**config.mk**
```make
export PLATFORM = sky130hd
export DESIGN_NAME = trig_delay_chan
export DESIGN_NICKNAME = d
export VERILOG_FILES = /design/src/rtl/trig_delay_chan_pkg.sv /design/src/rtl/trig_delay_chan_match.sv /design/src/rtl/trig_delay_chan_edge.sv /design/src/rtl/trig_delay_chan_seq.sv /design/src/rtl/trig_delay_chan.sv
export SDC_FILE = /design/constraint.sdc
export NUM_CORES = 1
export LEC_CHECK = 0
export BUFFER_PORTS_ARGS = -buffer_cell sky130_fd_sc_hd__buf_2
export CAP_MARGIN = 20
export CORE_UTILIZATION = 45
export CTS_CLUSTER_DIAMETER = 40
export DETAILED_ROUTE_END_ITERATION = 7
export PLACE_DENSITY = 0.73
export SYNTH_ARGS = -nofsm -noshare
export SYNTH_HDL_FRONTEND = slang
export SYNTH_SLANG_ARGS = --single-unit
```
**constraint.sdc**
```tcl
create_clock -name clk -period 8.95 [get_ports clk]
set_input_delay 1.3425 -clock clk [delete_from_list [all_inputs] [get_ports clk]]
set_output_delay 1.3425 -clock clk [all_outputs]
set_load 0.01 [all_outputs]
```
**src/rtl/trig_delay_chan_pkg.sv**
```systemverilog
package trig_delay_chan_pkg;
  typedef enum logic [1:0] {
    CH_IDLE  = 2'd0,
    CH_ARMED = 2'd1,
    CH_COUNT = 2'd2,
    CH_PULSE = 2'd3
  } chan_state_e;

  localparam logic [1:0] START_EVENT = 2'd0;
  localparam logic [1:0] START_CHAIN = 2'd1;
  localparam logic [1:0] START_EXT   = 2'd2;

  localparam logic [1:0] TICK_BASE  = 2'd0;
  localparam logic [1:0] TICK_CHAIN = 2'd1;
  localparam logic [1:0] TICK_EXT   = 2'd2;

  localparam logic [1:0] MODE_ONCE  = 2'd0;
  localparam logic [1:0] MODE_MULTI = 2'd1;
  localparam logic [1:0] MODE_BURST = 2'd2;
endpackage

```
**src/rtl/trig_delay_chan_match.sv**
```systemverilog
module trig_delay_chan_match #(
  parameter int FRAME_W = 32
) (
  input  logic               clk,
  input  logic               rst,
  input  logic               valid,
  input  logic [FRAME_W-1:0] data,
  input  logic [FRAME_W-1:0] word,
  input  logic [FRAME_W-1:0] mask,
  input  logic               enable,
  output logic               hit
);
  logic [FRAME_W-1:0] diff;
  logic               hit_q;

  assign diff = (data ^ word) & mask;

  always_ff @(posedge clk) begin
    if (rst) hit_q <= 1'b0;
    else     hit_q <= valid && enable && (diff == '0);
  end

  assign hit = hit_q;
endmodule

```
**src/rtl/trig_delay_chan_edge.sv**
```systemverilog
module trig_delay_chan_edge #(
  parameter int STAGES = 2
) (
  input  logic clk,
  input  logic rst,
  input  logic din,
  output logic rise
);
  localparam int TOP = (STAGES < 1) ? 1 : STAGES;
  logic [TOP:0] sh_q;

  generate
    if (TOP == 1) begin : g_direct
      always_ff @(posedge clk) begin
        if (rst) sh_q <= '0;
        else     sh_q <= {sh_q[0], din};
      end
    end else begin : g_sync
      always_ff @(posedge clk) begin
        if (rst) sh_q <= '0;
        else     sh_q <= {sh_q[TOP-1:0], din};
      end
    end
  endgenerate

  assign rise = sh_q[TOP-1] & ~sh_q[TOP];
endmodule

```
**src/rtl/trig_delay_chan_seq.sv**
```systemverilog
module trig_delay_chan_seq
  import trig_delay_chan_pkg::*;
#(
  parameter int DLY_W  = 22,
  parameter int WID_W  = 16,
  parameter int PCNT_W = 8
) (
  input  logic              clk,
  input  logic              rst,
  input  logic              hit,
  input  logic              start_is_event,
  input  logic              start_rise,
  input  logic              tick,
  input  logic              stop_rise,
  input  logic [1:0]        mode,
  input  logic [DLY_W-1:0]  delay,
  input  logic [WID_W-1:0]  width,
  input  logic [PCNT_W-1:0] pulses,
  input  logic              act_out,
  input  logic              act_irq,
  input  logic              invert,
  output logic              pulse_out,
  output logic              irq,
  output logic              overrun
);
  localparam logic [PCNT_W-1:0] ONE_PULSE = PCNT_W'(1);

  chan_state_e       state_q, state_n;
  logic [DLY_W-1:0]  cnt_q, cnt_n;
  logic [WID_W-1:0]  wleft_q, wleft_n;
  logic [PCNT_W-1:0] left_q, left_n;
  logic              stop_q, stop_n;
  logic              fire;
  logic              out_q, irq_q, ovr_q;

  always_comb begin
    state_n = state_q;
    cnt_n   = cnt_q;
    wleft_n = wleft_q;
    left_n  = left_q;
    stop_n  = stop_q;
    fire    = 1'b0;
    case (state_q)
      CH_IDLE: begin
        if (hit) begin
          cnt_n   = delay;
          left_n  = (pulses == '0) ? ONE_PULSE : pulses;
          stop_n  = 1'b0;
          state_n = start_is_event ? CH_COUNT : CH_ARMED;
        end
      end
      CH_ARMED: begin
        if (start_rise) state_n = CH_COUNT;
      end
      CH_COUNT: begin
        if (tick) begin
          if (cnt_q == '0) begin
            fire    = 1'b1;
            state_n = CH_PULSE;
            wleft_n = (width == '0) ? '0 : width - WID_W'(1);
          end else begin
            cnt_n = cnt_q - DLY_W'(1);
          end
        end
      end
      default: begin
        if (wleft_q == '0) begin
          case (mode)
            MODE_MULTI: begin
              if (left_q <= ONE_PULSE) state_n = CH_IDLE;
              else begin
                left_n  = left_q - ONE_PULSE;
                cnt_n   = delay;
                state_n = CH_COUNT;
              end
            end
            MODE_BURST: begin
              if (stop_q || stop_rise) state_n = CH_IDLE;
              else begin
                cnt_n   = delay;
                state_n = CH_COUNT;
              end
            end
            default: state_n = CH_IDLE;
          endcase
        end else begin
          wleft_n = wleft_q - WID_W'(1);
        end
      end
    endcase
    if (state_q != CH_IDLE && stop_rise) stop_n = 1'b1;
  end

  always_ff @(posedge clk) begin
    if (rst) begin
      state_q <= CH_IDLE;
      cnt_q   <= '0;
      wleft_q <= '0;
      left_q  <= '0;
      stop_q  <= 1'b0;
      out_q   <= 1'b0;
      irq_q   <= 1'b0;
      ovr_q   <= 1'b0;
    end else begin
      state_q <= state_n;
      cnt_q   <= cnt_n;
      wleft_q <= wleft_n;
      left_q  <= left_n;
      stop_q  <= stop_n;
      out_q   <= invert ^ (act_out && (state_n == CH_PULSE));
      irq_q   <= act_irq && fire;
      ovr_q   <= ovr_q || (hit && (state_q != CH_IDLE));
    end
  end

  assign pulse_out = out_q;
  assign irq       = irq_q;
  assign overrun   = ovr_q;
endmodule

```
**src/rtl/trig_delay_chan.sv**
```systemverilog
module trig_delay_chan
  import trig_delay_chan_pkg::*;
#(
  parameter int FRAME_W = 32,
  parameter int DLY_W   = 22,
  parameter int WID_W   = 16,
  parameter int PCNT_W  = 8,
  parameter int SYNC_N  = 2
) (
  input  logic               clk,
  input  logic               rst,
  input  logic               frame_valid,
  input  logic [FRAME_W-1:0] frame_data,
  input  logic               cfg_enable,
  input  logic [FRAME_W-1:0] cfg_match_word,
  input  logic [FRAME_W-1:0] cfg_match_mask,
  input  logic [1:0]         cfg_start_sel,
  input  logic [1:0]         cfg_clk_sel,
  input  logic [1:0]         cfg_mode,
  input  logic [DLY_W-1:0]   cfg_delay,
  input  logic [WID_W-1:0]   cfg_width,
  input  logic [PCNT_W-1:0]  cfg_pulses,
  input  logic               cfg_act_out,
  input  logic               cfg_act_irq,
  input  logic               cfg_invert,
  input  logic               chain_in,
  input  logic               ext_start,
  input  logic               ext_clk,
  input  logic               ext_stop,
  output logic               pulse_out,
  output logic               irq,
  output logic               overrun
);
  logic hit;
  logic chain_rise, xstart_rise, xclk_rise, xstop_rise;
  logic start_rise, start_is_event, tick;

  trig_delay_chan_match #(.FRAME_W(FRAME_W)) u_match (
    .clk(clk), .rst(rst), .valid(frame_valid), .data(frame_data),
    .word(cfg_match_word), .mask(cfg_match_mask), .enable(cfg_enable),
    .hit(hit)
  );

  trig_delay_chan_edge #(.STAGES(1)) u_chain_edge (
    .clk(clk), .rst(rst), .din(chain_in), .rise(chain_rise)
  );
  trig_delay_chan_edge #(.STAGES(SYNC_N)) u_start_edge (
    .clk(clk), .rst(rst), .din(ext_start), .rise(xstart_rise)
  );
  trig_delay_chan_edge #(.STAGES(SYNC_N)) u_clk_edge (
    .clk(clk), .rst(rst), .din(ext_clk), .rise(xclk_rise)
  );
  trig_delay_chan_edge #(.STAGES(SYNC_N)) u_stop_edge (
    .clk(clk), .rst(rst), .din(ext_stop), .rise(xstop_rise)
  );

  always_comb begin
    start_is_event = 1'b0;
    start_rise     = 1'b0;
    case (cfg_start_sel)
      START_CHAIN: start_rise = chain_rise;
      START_EXT:   start_rise = xstart_rise;
      default:     start_is_event = 1'b1;
    endcase
    case (cfg_clk_sel)
      TICK_CHAIN: tick = chain_rise;
      TICK_EXT:   tick = xclk_rise;
      default:    tick = 1'b1;
    endcase
  end

  trig_delay_chan_seq #(.DLY_W(DLY_W), .WID_W(WID_W), .PCNT_W(PCNT_W)) u_seq (
    .clk(clk), .rst(rst), .hit(hit),
    .start_is_event(start_is_event), .start_rise(start_rise),
    .tick(tick), .stop_rise(xstop_rise), .mode(cfg_mode),
    .delay(cfg_delay), .width(cfg_width), .pulses(cfg_pulses),
    .act_out(cfg_act_out), .act_irq(cfg_act_irq), .invert(cfg_invert),
    .pulse_out(pulse_out), .irq(irq), .overrun(overrun)
  );
endmodule

```
# ---- Yosys cells after proc, flatten, opt, wreduce, memory -nomap -nowiden
# Index checks and enable logic that the tools add are counted.
dict set report word_totals {
  regBits 64
  input_bits 159
  out_inout_bits 3
  word_cells 114
}
dict set report classes {
  addsub 4
  magnitude_cmp 1
  n_eq_ne 17
  muxes 37
  bitwise_logic 14
  n_reduce_logical 28
}
# cell n
set op_table {}
lappend op_table {{22-bit two-way mux} 6}
lappend op_table {{22-bit one-hot mux with 3 select lines} 1}
lappend op_table {{16-bit two-way mux} 4}
lappend op_table {{22-bit one-hot mux with 2 select lines} 1}
lappend op_table {{8-bit two-way mux} 5}
lappend op_table {{32-bit AND} 1}
lappend op_table {{16-bit logical NOT} 2}
lappend op_table {{32-bit logical NOT} 1}
lappend op_table {{16-bit one-hot mux with 2 select lines} 1}
lappend op_table {{16-bit by 1-bit subtractor with 16-bit output, second input constant} 2}
lappend op_table {{32-bit bitwise XOR} 1}
lappend op_table {{22-bit logical NOT} 1}
lappend op_table {{22-bit by 1-bit subtractor with 22-bit output, second input constant} 1}
lappend op_table {{2-bit two-way mux} 8}
lappend op_table {{8-bit one-hot mux with 2 select lines} 1}
lappend op_table {{2-bit equality test, second input constant} 5}
lappend op_table {{2-bit inequality test, second input constant} 5}
lappend op_table {{2-bit nonzero test} 5}
lappend op_table {{2-bit by 1-bit equality test with 1-bit output, second input constant} 4}
lappend op_table {{8-bit by 1-bit less-or-equal comparator with 1-bit output, second input constant} 1}
lappend op_table {{8-bit logical NOT} 1}
lappend op_table {{4-bit inequality test, second input constant} 2}
lappend op_table {{8-bit AND reduction} 1}
lappend op_table {{8-bit by 1-bit subtractor with 8-bit output, second input constant} 1}
lappend op_table {{17 further kinds} 40}

# ---- Depth between registers and ports, before layout
dict set report depth {
  ltp_word 10
  ltp_mapped 11
  mapped_depth_nobuf 8
}

# ---- Modules after synthesis
# From an unflattened synthesis, not the netlist that was laid out.
dict set report hier_totals {
  hier_cells 603
  area_unflattened_um2 4729.5
}
# module n_inst cells_per_inst area_per_inst_um2 seq_area_each_um2
set modules_own_cells {}
lappend modules_own_cells {trig_delay_chan_seq 1 512 3821.2 1041.0}
lappend modules_own_cells {trig_delay_chan_match 1 54 498.0 20.0}
lappend modules_own_cells {{trig_delay_chan_edge at u_clk_edge ...} 3 7 87.6 60.1}
lappend modules_own_cells {trig_delay_chan 1 11 86.3 0.0}
lappend modules_own_cells {{trig_delay_chan_edge at u_chain_edge} 1 5 61.3 40.0}

# ---- Worst setup path after synthesis
# OpenSTA, ideal clock, no wires.
dict set report synth_path {
  kind {input-to-reg}
  start {input port cfg_width[0]}
  end {register u_seq.wleft_q[5]}
  setup_time_ns 0.132
  arrival_ns 3.115
  required_time_ns 8.818
  slack_ns 5.703
  cell_stages 9
  path_buffers 1
  cell_sequence {inv_1 ha_1 nor3b_1 nand3b_1 o21ai_0 clkbuf_1 nor2_1 o21ai_0 a21oi_1}
}
dict set report synth_between {
  elab_chain_len 5
}
# element line
set synth_lines {}
lappend synth_lines {{start: declaration} trig_delay_chan.sv:21} ;# input logic [WID_W-1:0] cfg_width,
lappend synth_lines {{16-bit by 1-bit subtractor with 16-bit output / 16-bit logical NOT (equally long branches)} trig_delay_chan_seq.sv:60} ;# wleft_n = (width == '0) ? '0 : width - WID_W'(1);
lappend synth_lines {{16-bit two-way mux *} trig_delay_chan_seq.sv:60}
lappend synth_lines {{16-bit two-way mux *} trig_delay_chan_seq.sv:57} ;# if (cnt_q == '0) begin
lappend synth_lines {{16-bit two-way mux *} trig_delay_chan_seq.sv:56} ;# if (tick) begin
lappend synth_lines {{16-bit one-hot mux with 2 select lines *} trig_delay_chan_seq.sv:43} ;# case (state_q)
lappend synth_lines {{end signal: assignment} trig_delay_chan_seq.sv:107} ;# wleft_q <= wleft_n;
lappend synth_lines {{end: declaration} trig_delay_chan_seq.sv:30} ;# logic [WID_W-1:0] wleft_q, wleft_n;
# Every way passes the cells marked *; elsewhere a longest branch is shown, timed or not. The select of a mux whose other input is x is not followed.
# A chain may end at the register's enable or synchronous reset.

# ---- Worst setup path after layout
dict set report layout_path {
  start {input port cfg_width[0]}
  end {register u_seq.wleft_q[6]}
}
# The elaborated chain is that of the path after synthesis.

==> results.sh <==
export IMPL_rsz0062_at_grt="no"
export IMPL_port_buffers=161
export IMPL_cts_root_buf="clkbuf_8"
export IMPL_end_kind="register"
export IMPL_skew_ps=14.0
export IMPL_async_reset_ff_share_pct=0
export IMPL_avgViaCountPerCell=5.67
export IMPL_wl_per_cell_microns=14.6
export IMPL_wl_mm=12.8
export IMPL_fill_cells=959
export IMPL_antenna_cells=0
export IMPL_antenna_found_initial=0
export IMPL_worst_setup_path_type="primary input to register"
export IMPL_ys_types=66
export IMPL_max_cap_violations=0
export IMPL_reg2regPathDepth=8
export IMPL_grt_overflow=0
export IMPL_io_pin_count=162
export IMPL_detail_route_antenna_nets=0
export IMPL_total_power_mw=1.73
export IMPL_pre_cts_slack_ps=4900
export IMPL_yosysSeqAreaShare_pct=28.0
export IMPL_setup_slack_ps=5310
export IMPL_synth_nets=770
export IMPL_clock_fmax_ghz=0.275
export IMPL_final_cell_mix="buf_2, dfxtp_1, a21oi_1"
export IMPL_synth_cell_area_sq_mm=0.00457
export IMPL_rows=36
export IMPL_drive_gt1_share_pct=27.1
export IMPL_placed_area_sq_mm=0.00543
export IMPL_finalSetupViolCount=0
export IMPL_die_x_microns=103
export IMPL_grt_max_degree=90
export IMPL_hold_buffers=0
export IMPL_tightest_slew_ps=1030
export IMPL_clk_pin_slew_ps=80
export IMPL_nNetsFinal=912
export IMPL_fin_area_sq_mm=0.00568
export IMPL_start_util_pct=46.6
export IMPL_max_clock_path_buffers=2
export IMPL_netlist_instances=596
export IMPL_hold_path_depth=1
export IMPL_status="complete, no violations"
export IMPL_grt_pass1_wl_mm=20.6
export IMPL_finalNonFillerCells=876
export IMPL_finalCritPeriodShare_pct=40.6
export IMPL_worstSkewPairLatency_ps=360
export IMPL_synth_edf_count=0
export IMPL_grt_pass1_vias=4627
export IMPL_cp_max_fo=14
export IMPL_dp_cells=860
export IMPL_clock_sinks=64
export IMPL_gp_congestion=0.866
export IMPL_period_needed_ps=3640
export IMPL_cts_tree="done"
export IMPL_area_growth_pct=24.1
export IMPL_critPathRequiredTime_ps=9170
export IMPL_core_sq_mm=0.00982
export IMPL_ys_ff_latch=64
export IMPL_die_y_microns=103
export IMPL_numCtsBuffers=9
export IMPL_p_leak_nw=2.38
export IMPL_routed_via_count=4967
export IMPL_critPathLaunchType="primary input"
export IMPL_cts_setup_buffers=0
export IMPL_drc_errors=0
export IMPL_drtIter0Drc=271
export IMPL_grt_total_usage_pct=24.7
export IMPL_finalHoldViolCount=0
export IMPL_dr_pass1_iters=5
export IMPL_hold_class="register to register"
export IMPL_die_area_sq_mm=0.0106
export IMPL_layout_cells_most_common="buf_2"
export IMPL_cts_htree_levels=3
export IMPL_critPathArrivalTime_ps=3860
export IMPL_tns_ps=0
export IMPL_power_density_mw_per_mm2=305
export IMPL_drv_slew=0
export IMPL_max_slew_margin_pct=30.6
export IMPL_dp_hpwl_mm=9.46
export IMPL_ys_flop_type="dfxtp_1"
export IMPL_synth_warnings=0
export IMPL_cts_resized=0
export IMPL_ir_worst_vdd_uv=201
export IMPL_synth_avg_cell_area_sq_um=7.68
-- sequential cells by signal, summed over array words and instances, names as in the netlist --
name               flops
u_seq.cnt_q           22
u_seq.wleft_q         16
u_seq.left_q           8
u_clk_edge.sh_q        3
u_start_edge.sh_q      3
u_stop_edge.sh_q       3
u_chain_edge.sh_q      2
u_seq.state_q          2
u_match.hit            1
u_seq.irq              1
u_seq.overrun          1
u_seq.pulse_out        1
u_seq.stop_q           1
-- final cells by class --
class	instances	area [sq um]	area share (%)
clock inverters	7	120	2.12
flip-flops and latches	64	1280	22.6
clock buffers	9	124	2.18
inverters	23	86.3	1.52
multi-input cells	476	3070	54.1
well taps	133	166	2.93
repair buffers	164	828	14.6
-- cell usage after synthesis, types with 5 or more instances --
cell type | count | area, sq um
xor2_1 | 35 | 307
a22o_1 | 9 | 78.8
dfxtp_1 | 64 | 1280
or2_2 | 8 | 50.1
a21oi_1 | 56 | 280
nor3_1 | 21 | 105
a31oi_1 | 10 | 62.6
nor4_1 | 16 | 100
nor2b_1 | 26 | 163
buf_1 | 5 | 18.8
nor2_1 | 52 | 195
nand3_1 | 10 | 50.1
o21ai_1 | 6 | 30.0
o21ai_0 | 34 | 170
a221oi_1 | 6 | 52.6
nand2b_1 | 14 | 87.6
xnor2_1 | 9 | 78.8
inv_1 | 23 | 86.3
or3_1 | 6 | 37.5
o32ai_1 | 10 | 87.6
buf_2 | 5 | 25.0
mux2i_1 | 10 | 100
ha_1 | 15 | 188
nand2_1 | 40 | 150
clkbuf_1 | 22 | 82.6
or4_1 | 10 | 75.1
-- critical path, cell delays in order --
cell and delay, ps:
buf_2 120, inv_1 50, ha_1 170, nor3b_1 550, nand3b_1 310, o21ai_1 890, o32ai_1 230, nand2_1 130
a21oi_1 70
-- final timing paths --
kind / startpoint / end / slack (ps)
setup / recovery: cfg_width[0] / u_seq.wleft_q[6] / 5310
hold / removal: u_start_edge.sh_q[0] / u_start_edge.sh_q[1] / 440
setup reg to reg: u_seq.state_q[0] / u_seq.wleft_q[8] / 5560
hold reg to reg: u_start_edge.sh_q[0] / u_start_edge.sh_q[1] / 440
-- cells by family after synthesis --
logic type,count (synthesis),share of synthesized area (%)
adder cells (fa/ha/maj),15,4.10
buffers and inverters,56,4.90
flip-flops,64,28.0
AND/OR/NAND/NOR,226,26.1
multiplexers,11,2.43
AO/OA/AOI/OAI,180,26.1
XOR/XNOR,44,8.42
-- layer usage --
| metal | GRT usage (%) | routed length (microns) |
|---|---|---|
| met1 | 29.0 | 5360 |
| met4 | 8.13 | 278 |
| met2 | 43.7 | 6350 |
| met3 | 6.24 | 771 |
| met5 | 0 | 0 |
-- report_power, final --
group	total [mW]	internal [mW]	switching [mW]
clock	0.310	0.185	0.125
sequential	0.388	0.336	0.0517
combinational	1.03	0.379	0.653
-- per-stage QoR --
stage | hold WS [ps] | util [%]
final | 439 | 57.8
after CTS | 436 | 57.8
after global placement | 421 | 55.3
after global routing | 459 | 57.8
after detailed placement | 421 | 55.3
after floorplan | 414 | -
(Power assumes the default switching activity.)
